**src/rtl/seg_load_pkg.sv**
```systemverilog
package seg_load_pkg;
    localparam int SEL_W  = 16;
    localparam int IDX_W  = 13;
    localparam int PL_W   = 2;
    localparam int WORD_W = 32;
    localparam int DESC_W = 2 * WORD_W;
    localparam int NSEG   = 2;
    localparam int PRES_BIT = 47;
    localparam int DPL_LSB  = 45;

    typedef enum logic [2:0] {
        S_IDLE, S_DECODE, S_FETCH_LO, S_FETCH_HI, S_EVAL, S_REPORT
    } ld_state_t;

    typedef enum logic [1:0] {
        FC_NONE  = 2'b00,
        FC_GPROT = 2'b01,
        FC_STACK = 2'b10
    } fault_code_t;

    function automatic fault_code_t code_for(input logic is_stack);
        return is_stack ? FC_STACK : FC_GPROT;
    endfunction
endpackage

```
**src/rtl/seg_shadow_bank.sv**
```systemverilog
module seg_shadow_bank (
    input  logic                                        clk,
    input  logic                                        rst_n,
    input  logic                                        wr_en,
    input  logic                                        wr_idx,
    input  logic [seg_load_pkg::SEL_W-1:0]              wr_sel,
    input  logic [seg_load_pkg::DESC_W-1:0]             wr_desc,
    output logic [seg_load_pkg::NSEG*seg_load_pkg::SEL_W-1:0]  sel_flat,
    output logic [seg_load_pkg::NSEG*seg_load_pkg::DESC_W-1:0] desc_flat
);
    import seg_load_pkg::*;

    for (genvar g = 0; g < NSEG; g++) begin : g_seg
        logic [SEL_W-1:0]  sel_q;
        logic [DESC_W-1:0] desc_q;
        always_ff @(posedge clk) begin
            if (!rst_n) begin
                sel_q  <= '0;
                desc_q <= '0;
            end else if (wr_en && (int'(wr_idx) == g)) begin
                sel_q  <= wr_sel;
                desc_q <= wr_desc;
            end
        end
        assign sel_flat[g*SEL_W +: SEL_W]     = sel_q;
        assign desc_flat[g*DESC_W +: DESC_W]  = desc_q;
    end
endmodule

```
**config.mk**
```make
export PLATFORM = sky130hd
export DESIGN_NAME = seg_shadow_bank
export DESIGN_NICKNAME = d
export VERILOG_FILES = /design/src/rtl/seg_load_pkg.sv /design/src/rtl/seg_shadow_bank.sv
export SDC_FILE = /design/constraint.sdc
export NUM_CORES = 1
export LEC_CHECK = 0
export BUFFER_PORTS_ARGS = -buffer_cell sky130_fd_sc_hd__buf_2
export CAP_MARGIN = 20
export CORE_MARGIN = 2
export CORE_UTILIZATION = 35
export DETAILED_ROUTE_END_ITERATION = 12
export PLACE_DENSITY_LB_ADDON = 0.12
export SYNTH_ARGS = -nofsm -noshare
export SYNTH_HDL_FRONTEND = slang
export SYNTH_SLANG_ARGS = --single-unit
```
**constraint.sdc**
```tcl
create_clock -name clk -period 0.9 [get_ports clk]
set_input_delay 0.18 -clock clk [delete_from_list [all_inputs] [get_ports clk]]
set_output_delay 0.18 -clock clk [all_outputs]
set_load 0.05 [all_outputs]
```
==> flow_summary.toml <==
[setup_path]
critical_path_class = "register to output pin"
endpoint_type_of_the_worst_setup_path = "output pin"
crit-reg2reg-launch = "g_seg[1].desc_q[56]"
cp.required_ns = 0.72
timing.critical_path.cells = "buf_8"
r2r_cells = 4
worstPathArrival_ns = 0.92
worst_setup_path_start_kind = "register"
critical_path_buf_inv_count = 1
largest_fanout_on_the_critical_path = 2
timing.critical_path.from = "g_seg[1].desc_q[4]"
critPathMaxStageDelay_ns = 0.36
critical_path_depth = 1
cpLargestDelayFamily = "flip-flops"
slowest_stage = "sky130_fd_sc_hd__dfxtp_2"

[final_layout]
finalNonFillerCells = 1127
areaGrowthSynthToFinish_pct = 69.2
fraction_of_final_layout_cells_sized_beyond_drive_strength_1_pct = 55.5
nNetsFinal = 975

[timing]
timing.final.hold_violations = 0
drv_slew = 0
max_freq_ghz = 0.906
slew_headroom_pct = 81.7
rsz0062_at_grt = "yes"
final_critical_path_time_including_i_o_delays_and_setup_ns = 1.10
final_cycle_utilization_of_the_critical_path_pct = 123
fin_hold_ws_ns = 0.0257
finalSetupViolations = 160
tightest_slew_ns = 0.274
skew_ns = 0
worst_slack_ns = -0.203

[die]
die_area_um2 = 18400
core_area_um2 = 17100
die-width_um = 136
die_y_um = 136
boundaryPins = 244
initial_core_util_pct = 35.4
core.rowCount = 48

[clocking]
number_of_clock_buffers_inserted_by_tritoncts = 17
worstSkewPairLatency_ns = 0.41
numClockSinks = 160
cts-root-buf = "sky130_fd_sc_hd__clkbuf_16"
cts_buffer_depth = 2
holdBufCountCts = 0
htreeDepth = 4
cts_tree = "yes"
cts.reportedPaths.clkPinSlew_ns = 0.06

[logic_synthesis]
mappedNetlistArea_um2 = 6060
ys_types = 8
synth_cells = 607
ys_ff_latch = 160
synth_warnings = 0
synth_area_per_cell_um2 = 9.99
mappedNetlistNets = 691
ys_seq_area_share_pct = 52.8

[run]
drv_cap = 0

[power]
p_leak_nw = 4.50
share_comb_of_total_power_pct = 20.1
power_frac_seq_pct = 41.7
internal_cell_power_mw = 13.6
irDropWorstVdd_uv = 1300
power.switching_mw = 5.31
swShare_pct = 28.1
power-per-cell-area_nw_per_um2 = 1840
clockPowerShare_pct = 38.3

[route]
detail_route.vias_per_cell = 4.55
detail_route.drc_violations = 0
vias = 5132
drtPass1Iterations = 5
first_iter_violations = 152
routedWlPerCell_um = 14.7
drt_wl_total_um = 16500
drt.antenna.violating_nets = 0

[status]
violations = "setup timing"
run_status = "complete, but fails checks"

[worst_hold_path]
hold_start = "wr_desc[46]"
hp-class = "primary input to register"
min_path_cells = 3

[global_routing]
grt_pass1_wl_um = 25300
antenna_violations_before_repair = 1
overflow = 0
grt_start_max_net_pins = 54
number_of_global_route_vias_before_repair = 5142
all_layer_gr_usage_pct = 17.5

[place]
io_buffer_count = 243
place.gp.congestion = 0.760
detailed_place_hpwl_um = 10900
place_inst = 1052
-- worst paths after layout --
path / end / slack, ns
setup / recovery: desc_flat[68] / -0.20
hold / removal: g_seg[0].desc_q[46] / 0.03
setup reg to reg: g_seg[1].desc_q[56] / 0.06
hold reg to reg: g_seg[1].desc_q[63] / 0.46
-- metal layers --
layer,vias up,track usage (%),share of wire [%]
li1,2544,-,-
met1,2415,20.5,41
met4,0,5.61,1.2
met5,-,0,0
met3,18,7.30,7.9
met2,155,28.9,49
-- kinds of logic after synthesis --
group | synth area share, %
simple gates | 15.1
mux | 26.4
flops | 52.8
buf+inv | 5.70
-- synth_stat cells --
| master | number | area [um2] |
|---|---|---|
| sky130_fd_sc_hd__buf_4 | 3 | 22.5 |
| sky130_fd_sc_hd__dfxtp_1 | 160 | 3200 |
| sky130_fd_sc_hd__buf_2 | 24 | 120 |
| sky130_fd_sc_hd__nor2b_1 | 1 | 6.26 |
| sky130_fd_sc_hd__buf_6 | 18 | 203 |
| sky130_fd_sc_hd__mux2i_1 | 160 | 1600 |
| sky130_fd_sc_hd__and2_1 | 1 | 6.26 |
| sky130_fd_sc_hd__nand2_1 | 240 | 901 |
-- sequential cells by signal, summed over array words and instances, names as in the netlist --
signal / count
g_seg.sel_q: 32
g_seg.desc_q: 128
-- area by class of cell --
cell class                      count  area [um2]
Clock buffer                       19         443
Antenna cell                        1        2.50
Sequential cell                   160        3400
Tap cell                          225         282
Clock inverter                     10         140
Timing Repair Buffer              310        3460
Fill cell                        1401        6860
Multi-Input combinational cell    402        2520
-- placed cells by master, fill, tap and decap left out, types with 2 or more instances in the layout --
cell,count
sky130_fd_sc_hd__clkinvlp_4,3
sky130_fd_sc_hd__nand2_1,240
sky130_fd_sc_hd__bufinv_16,3
sky130_fd_sc_hd__clkinv_2,2
sky130_fd_sc_hd__dfxtp_2,160
sky130_fd_sc_hd__buf_8,150
sky130_fd_sc_hd__clkinv_4,2
sky130_fd_sc_hd__buf_2,82
sky130_fd_sc_hd__buf_6,11
sky130_fd_sc_hd__buf_4,53
sky130_fd_sc_hd__buf_12,14
sky130_fd_sc_hd__clkbuf_16,17
sky130_fd_sc_hd__mux2i_1,160
-- power groups by stage --
stage / registers [mW] / clock network, mW / logic, mW
after floorplan: 9.05 / 0 / 0.879
after global placement: 7.78 / 0 / 2.93
after detailed placement: 7.79 / 0 / 2.96
after CTS: 7.84 / 7.45 / 3.66
after global routing: 7.90 / 7.71 / 3.98
final: 7.86 / 7.23 / 3.79
-- worst reg2reg max path: stages, from the launching register on --
cell	delay, ns
sky130_fd_sc_hd__dfxtp_2	0.33
sky130_fd_sc_hd__buf_4	0.13
sky130_fd_sc_hd__buf_4	0.12
sky130_fd_sc_hd__nand2_1	0.06
sky130_fd_sc_hd__mux2i_1	0.08
-- per-stage QoR --
step	utilization (%)	TNS, ns	power [mW]	setup slack, ns	area [um2]
after detailed placement	44.2	-22.77	10.7	-0.185	7570
after CTS	58.0	-33.17	18.9	-0.226	9930
after global placement	44.2	-20.79	10.7	-0.159	7570
after global routing	59.9	-34.83	19.6	-0.240	10300
final	59.9	-28.97	18.9	-0.203	10300
after floorplan	-	0	9.93	0.0227	6060
-- timing repair --
action,in CTS,in global routing
resized for setup,594,36
setup endpoints to repair,160,160
setup buffers,20,25
pin swaps,0,0
endpoints found under the hold margin,0,0
Power figures use the tool's default switching activity.
